`config.mk`:
```
export PLATFORM = sky130hd
export DESIGN_NAME = pgood_window_mon
export DESIGN_NICKNAME = d
export VERILOG_FILES = /design/src/rtl/pgw_pkg.sv /design/src/rtl/pgw_bounds.sv /design/src/rtl/pgw_persist_timer.sv /design/src/rtl/pgw_flag_reg.sv /design/src/rtl/pgood_window_mon.sv
export SDC_FILE = /design/constraint.sdc
export NUM_CORES = 1
export LEC_CHECK = 0
export BUFFER_PORTS_ARGS = -buffer_cell sky130_fd_sc_hd__buf_4
export CAP_MARGIN = 5
export CORE_MARGIN = 5
export CORE_UTILIZATION = 55
export CTS_CLUSTER_DIAMETER = 200
export DETAILED_ROUTE_END_ITERATION = 12
export PLACE_DENSITY = 0.8
export SLEW_MARGIN = 40
export SYNTH_ARGS = -nofsm -noshare
export SYNTH_HDL_FRONTEND = slang
export SYNTH_HIERARCHICAL = 1
export SYNTH_SLANG_ARGS = --single-unit
```
`constraint.sdc`:
```
create_clock -name clk -period 3.7 [get_ports clk]
set_input_delay 0.37 -clock clk [delete_from_list [all_inputs] [get_ports clk]]
set_output_delay 0.37 -clock clk [all_outputs]
set_load 0.005 [all_outputs]
```
`src/rtl/pgw_pkg.sv`:
```
package pgw_pkg;

    typedef struct packed {
        logic below;
        logic above;
    } win_flags_t;

    typedef struct packed {
        logic hit_in;
        logic hit_out;
    } smp_kind_t;

    function automatic int unsigned ticks_for(input int unsigned clk_hz,
                                              input int unsigned delay_us);
        return (clk_hz / 1_000_000) * delay_us;
    endfunction

endpackage

```
`src/rtl/pgw_bounds.sv`:
```
module pgw_bounds
    import pgw_pkg::*;
#(
    parameter int MV_W      = 16,
    parameter int OFFSET_MV = 80
) (
    input  logic [MV_W-1:0] vid_mv,
    input  logic [MV_W-1:0] vout_mv,
    output win_flags_t      flags
);
    localparam int EXT_W = MV_W + 1;

    logic [EXT_W-1:0] floor_mv;
    logic [EXT_W-1:0] ceil_mv;
    logic [EXT_W-1:0] vout_ext;

    always_comb begin
        floor_mv    = {2'b00, vid_mv[MV_W-1:1]};
        ceil_mv     = {1'b0, vid_mv} + EXT_W'(OFFSET_MV);
        vout_ext    = {1'b0, vout_mv};
        flags.below = vout_ext < floor_mv;
        flags.above = vout_ext > ceil_mv;
    end
endmodule

```
`src/rtl/pgw_persist_timer.sv`:
```
module pgw_persist_timer
    import pgw_pkg::*;
#(
    parameter int DELAY_TICKS = 12500,
    parameter int CNT_W       = $clog2(DELAY_TICKS + 1)
) (
    input  logic             clk,
    input  logic             rst,
    input  logic             en,
    input  smp_kind_t        kind,
    output logic             fault_q,
    output logic             expire,
    output logic [CNT_W-1:0] cnt_q
);
    localparam logic [CNT_W-1:0] LAST = CNT_W'(DELAY_TICKS - 1);
    localparam logic [CNT_W-1:0] TOP  = CNT_W'(DELAY_TICKS);

    logic active;

    always_comb begin
        active = kind.hit_out | (fault_q & ~kind.hit_in);
        expire = en & active & (cnt_q == LAST);
    end

    always_ff @(posedge clk) begin
        if (rst || !en) begin
            cnt_q   <= '0;
            fault_q <= 1'b0;
        end else if (kind.hit_in) begin
            cnt_q   <= '0;
            fault_q <= 1'b0;
        end else if (active) begin
            fault_q <= 1'b1;
            if (cnt_q != TOP) begin
                cnt_q <= cnt_q + 1'b1;
            end
        end
    end
endmodule

```
`src/rtl/pgw_flag_reg.sv`:
```
module pgw_flag_reg (
    input  logic clk,
    input  logic rst,
    input  logic en,
    input  logic set_good,
    input  logic drop,
    output logic good_q
);
    always_ff @(posedge clk) begin
        if (rst || !en) begin
            good_q <= 1'b0;
        end else if (set_good) begin
            good_q <= 1'b1;
        end else if (drop) begin
            good_q <= 1'b0;
        end
    end
endmodule

```
`src/rtl/pgood_window_mon.sv`:
```
module pgood_window_mon
    import pgw_pkg::*;
#(
    parameter int MV_W      = 16,
    parameter int OFFSET_MV = 80,
    parameter int CLK_HZ    = 50_000_000,
    parameter int DELAY_US  = 250
) (
    input  logic            clk,
    input  logic            rst,
    input  logic            en,
    input  logic            smp_vld,
    input  logic [MV_W-1:0] vout_mv,
    input  logic [MV_W-1:0] vid_mv,
    output logic            pg,
    output logic            raw_fault
);
    localparam int DELAY_TICKS = int'(ticks_for(CLK_HZ, DELAY_US));
    localparam int CNT_W       = $clog2(DELAY_TICKS + 1);

    win_flags_t       flags;
    smp_kind_t        kind;
    logic             expire;
    logic [CNT_W-1:0] tmr_cnt;

    pgw_bounds #(.MV_W(MV_W), .OFFSET_MV(OFFSET_MV)) u_bounds (
        .vid_mv  (vid_mv),
        .vout_mv (vout_mv),
        .flags   (flags)
    );

    always_comb begin
        kind.hit_out = smp_vld & (flags.below | flags.above);
        kind.hit_in  = smp_vld & ~(flags.below | flags.above);
    end

    pgw_persist_timer #(.DELAY_TICKS(DELAY_TICKS), .CNT_W(CNT_W)) u_timer (
        .clk     (clk),
        .rst     (rst),
        .en      (en),
        .kind    (kind),
        .fault_q (raw_fault),
        .expire  (expire),
        .cnt_q   (tmr_cnt)
    );

    pgw_flag_reg u_flag (
        .clk      (clk),
        .rst      (rst),
        .en       (en),
        .set_good (kind.hit_in),
        .drop     (expire),
        .good_q   (pg)
    );
endmodule


```
### After elaboration in Yosys (flattened, before gate mapping)

Cells that the tools add are included.

* multiplexer cells: 2
* order comparisons: 2
* bitwise gates (word level): 9
* reduce and logical (&&, ||, !) cells: 5
* equality and inequality tests: 2
* $add $sub $neg: 2

Operators by type and width (number)
* adder 16 x 7 -> 17 bit, second input constant: 1
* > comparator 16 x 17 -> 1 bit: 1
* < comparator 16 x 15 -> 1 bit: 1
* adder 14 x 1 -> 14 bit, second input constant: 1
* equality test 14 bit, second input constant: 1
* != test 14 bit, second input constant: 1
* AND 1 bit: 5
* 2-to-1 mux 1 bit: 2
* NOT 1 bit: 2
* OR 1 bit: 2
* AND reduction 2 bit: 1
* nonzero test 2 bit: 1
* OR reduction 2 bit: 1
* zero test 1 bit: 1
* logical OR 1 bit: 1

* input port bits: 36
* word-level logic and storage cells: 25
* register bits after elaboration: 16

### Longest topological paths before layout

* word-level depth: 12
* mapped depth: 19
* gate-level depth less buffers: 18

### Modules after synthesis

The synthesis kept the hierarchy.

Modules (own cells, without submodules)
* pgw_bounds: area an instance 892.1 um^2, times used 1, seq. area each 0.0 um^2, cells each 119
* pgw_persist_timer: area an instance 810.8 um^2, times used 1, seq. area each 300.3 um^2, cells each 95
* pgw_flag_reg: area an instance 40.0 um^2, times used 1, seq. area each 20.0 um^2, cells each 4
* pgood_window_mon: area an instance 20.0 um^2, times used 1, seq. area each 0.0 um^2, cells each 2

### Worst setup path after synthesis

OpenSTA, ideal clock, no wires.

* path type: input to register
* start point: in vid_mv[4]
* end point: reg u_timer.cnt_q[10]
* stages on the path: 15
* arrival time: 3.173 ns
* required time: 3.629 ns
* path buffers: 1
* slack: 0.456 ns
* library setup time: 0.071 ns
* path through: ha_1 > nor2_1 > nor3_1 > nand2_1 > xnor2_1 > ha_1 > nand3_1 > nor4_1 > a21oi_1 > a21oi_1 > o21a_1 > buf_2 > o211ai_1 > or3_2 > a21oi_1

RTL lines
* from (decl): RTL line pgood_window_mon.sv:14 `input logic [MV_W-1:0] vid_mv,`
* to (signal assigned): RTL line pgw_persist_timer.sv:35 `cnt_q <= cnt_q + 1'b1;`
* to (decl): RTL line pgw_persist_timer.sv:13 `output logic [CNT_W-1:0] cnt_q`

==> flow_metrics.py <==
metrics = {
    "status": {
        "status": "completed",
    },
    "drt": {
        "drtIter0Drc": 107,
        "drc_errors": 0,
        "vias": 1691,
        "ant_nets": 0,
        "drt_wl_total_microns": 4060,
        "post_drt_wl_per_cell_microns": 13.3,
        "vias_per_cell": 5.56,
        "drt_pass1_iterations": 4,
    },
    "critical_path": {
        "startpoint": "vid_mv[4]",
        "critical_path.cell_chain": "buf_4 > ha_1 > nor2_1 > nor3_1 > buf_4 > nand2_1 > xnor2_1 > ha_1 > nand3_1 > nor4_2 > a21oi_1 > a21oi_1 > nor3b_2 > nor2b_1 > buf_4 > o21ai_2 > or4_1 > a21oi_1",
        "r2r_slack_ns": 2.05,
        "critPathSlowestCell": "or4_1",
        "worstPathArrival_ns": 3.66,
        "crit_fanout": 6,
        "worst_setup_path_start_kind": "input port",
        "criticalPathCategory": "input port to flop",
        "ff2ff_path_depth": 5,
        "worstPathRequired_ns": 3.93,
        "r2r_start": "u_timer/fault_q$_SDFFE_PP0P_",
        "r2r-end": "u_timer/cnt_q[11]$_SDFFE_PP0P_",
        "endpoint_kind": "flop",
        "cpPeakStageDelay_ns": 0.51,
    },
    "clock_tree": {
        "hold_buffers": 0,
        "cts_tree": "done",
        "clk_path_buf_depth": 2,
        "htree_levels": 1,
        "post_cts_buffers": 0,
        "clk_root_buffer_cell": "clkbuf_4",
        "insertion_delay_ns": 0.29,
        "cts_inserted_buffers": 3,
        "post_cts_resized": 0,
        "cts.clk_slew.worst_paths_ns": 0.10,
        "cts.sinks": 16,
    },
    "final_layout": {
        "filler_cell_count": 284,
        "diodes": 0,
        "final_area_sq_mm": 0.00214,
        "fin_nets": 330,
        "fin_cells": 304,
        "drive_gt1_share_pct": 22.7,
        "fin_util_pct": 70.1,
        "syn_to_final_growth_pct": 21.4,
    },
    "yosys": {
        "ys_types": 48,
        "yosys.area.top_type": "ha_1",
        "ys_seq_area_share_pct": 18.2,
        "synth_ff_type": "dfxtp_1",
        "synth_area_per_cell_sq_um": 8.01,
        "async_flop_share_pct": 0,
        "synth-simple-area-share_pct": 25.6,
        "synthesis.nets": 289,
        "synth_area_sq_mm": 0.00176,
        "synth_xor_area_share_pct": 6.96,
        "yosysMostFrequentCell": "ha_1",
        "synth_top_family_by_area": "simple AND/OR/NAND/NOR gates",
        "synth_top_area_share_pct": 23.4,
        "synth_compound_area_share_pct": 19.0,
        "synth.area.top_cells": "ha_1 (23%), dfxtp_1 (18%), a21oi_1 (5.4%)",
        "yosys_warnings": 6,
        "synth-edff-count": 0,
        "synthMuxAreaShare_pct": 0.568,
        "synthTopCellsByCount": "ha_1 (33), inv_1 (21), a21oi_1 (19), dfxtp_1 (16), nand2_1 (14)",
        "synth_seq_cells": 16,
        "netlist_instances": 220,
        "synthAdderAreaFrac_pct": 23.4,
    },
    "global_route": {
        "grt-ovfl-total": 0,
        "grt_pass1_vias": 1622,
        "track_usage_pct": 19.4,
        "grt_max_degree": 15,
        "grt_pass1_wl_microns": 6740,
        "antenna_found_initial": 0,
    },
    "sta": {
        "finClkSkew_ns": 0.00556,
        "fmax_mhz": 291,
        "tightest_slew_ns": 0.457,
        "hold_viol_final": 0,
        "relSlewSlack_pct": 69.3,
        "tns_ns": 0,
        "finalSetupViolations": 0,
        "maxSlewViolCount": 0,
        "whs_ns": 0.321,
        "layout_min_cycle_time_ns": 3.43,
        "grt_setup_unrepaired": "false",
        "finalCritPeriodShare_pct": 92.8,
    },
    "placement": {
        "dpl_cell_area_sq_mm": 0.00210,
        "place_congestion": 0.881,
        "dp_cells": 300,
        "io_buffers": 37,
        "dpl.hpwl_microns": 3420,
    },
    "hold_path": {
        "min_to": "u_flag/good_q$_SDFFE_PP0P_",
        "min_from": "rst",
        "min_path_type": "input port to flop",
        "min_path_cells": 3,
    },
    "run": {
        "cap_violations": 0,
    },
    "floorplan": {
        "boundaryPins": 38,
        "row_count": 20,
        "die_w_microns": 66.6,
        "coreArea_sq_mm": 0.00305,
        "die_h_microns": 66.6,
        "die_area_sq_mm": 0.00444,
        "initial_core_util_pct": 57.7,
    },
    "power": {
        "irDropWorstVdd_mv": 0.195,
        "power_leakage_uw": 0.000962,
        "powerDensity_mw_per_mm2": 210,
    },
}
## kinds of logic after synthesis
group                    count (synthesis)
AND/OR/NAND/NOR                         75
AO/OA/AOI/OAI                           54
adder cells (fa/ha/maj)                 33
buffers and inverters                   27
flip-flops                              16
XOR/XNOR                                14
multiplexers                             1
## how the worst max path moves through the flow
| stage | endpoint | slack (ns) | cells past startpoint |
|---|---|---|---|
| detailed placement | u_timer/cnt_q[11]$_SDFFE_PP0P_ | -0.04 | 18 |
| global placement | u_timer/cnt_q[11]$_SDFFE_PP0P_ | 0.09 | 18 |
| finish | u_timer/cnt_q[11]$_SDFFE_PP0P_ | 0.27 | 18 |
| floorplan | u_timer/cnt_q[10]$_SDFFE_PP0P_ | 0.46 | 15 |
| CTS | u_timer/cnt_q[11]$_SDFFE_PP0P_ | 0.26 | 18 |
| global route | u_timer/cnt_q[11]$_SDFFE_PP0P_ | 0.06 | 18 |
## registers in the layout, indices dropped and copies added, names as in the netlist
name	count
u_timer/cnt_q	14
u_timer/fault_q	1
u_flag/good_q	1
## cell usage in the layout, fill, tap and decap left out, types with 7 or more instances in the layout
master and count:
nor2_1 13, nand3_1 7, inv_1 21, dfxtp_1 16, xnor2_1 9, o21ai_0 10
ha_1 33, buf_4 41, nand2_1 14, a21oi_1 19
## area by class of cell
cell class / instances / area [sq um] / area share (%)
multi-input combinational: 177 / 1340 / 62.5
sequential: 16 / 320 / 15.0
timing repair buffer: 41 / 308 / 14.4
inverter: 22 / 82.6 / 3.86
tap: 44 / 55.1 / 2.57
clock buffer: 4 / 36.3 / 1.69
## report_power, final
part / leakage [uW] / total (uW) / internal (uW) / switching, uW
combinational: 0.000812 / 158 / 78.5 / 79.3
sequential: 0.000129 / 175 / 174 / 1.45
clock: 0.0000210 / 117 / 60.0 / 57.2
## metal layers
layer | up-vias | routed length (microns) | share of wire (%) | track usage [%]
li1 | 883 | - | - | -
met1 | 768 | 1720 | 42 | 21.0
met4 | 0 | 44 | 1.1 | 7.87
met2 | 36 | 2140 | 53 | 37.4
met3 | 4 | 154 | 3.8 | 2.36
met5 | - | 0 | 0 | 0
## worst max-delay path, delay by kind of cell
kind,cells,cell delay [ns]
AO/OA/AOI/OAI,4,0.58
adder cells (fa/ha/maj),2,0.48
XOR/XNOR,1,0.13
buffers and inverters,3,0.48
AND/OR/NAND/NOR,8,1.61
## per-stage QoR
| stage | setup WS [ns] | power [uW] |
|---|---|---|
| 5_1_grt | 0.0582 | 484 |
| 4_1_cts | 0.256 | 453 |
| 3_3_place_gp | 0.0885 | 331 |
| 6_report | 0.266 | 450 |
| 2_1_floorplan | 0.456 | 273 |
| 3_5_place_dp | -0.0436 | 336 |
Power figures use the tool's default switching activity.
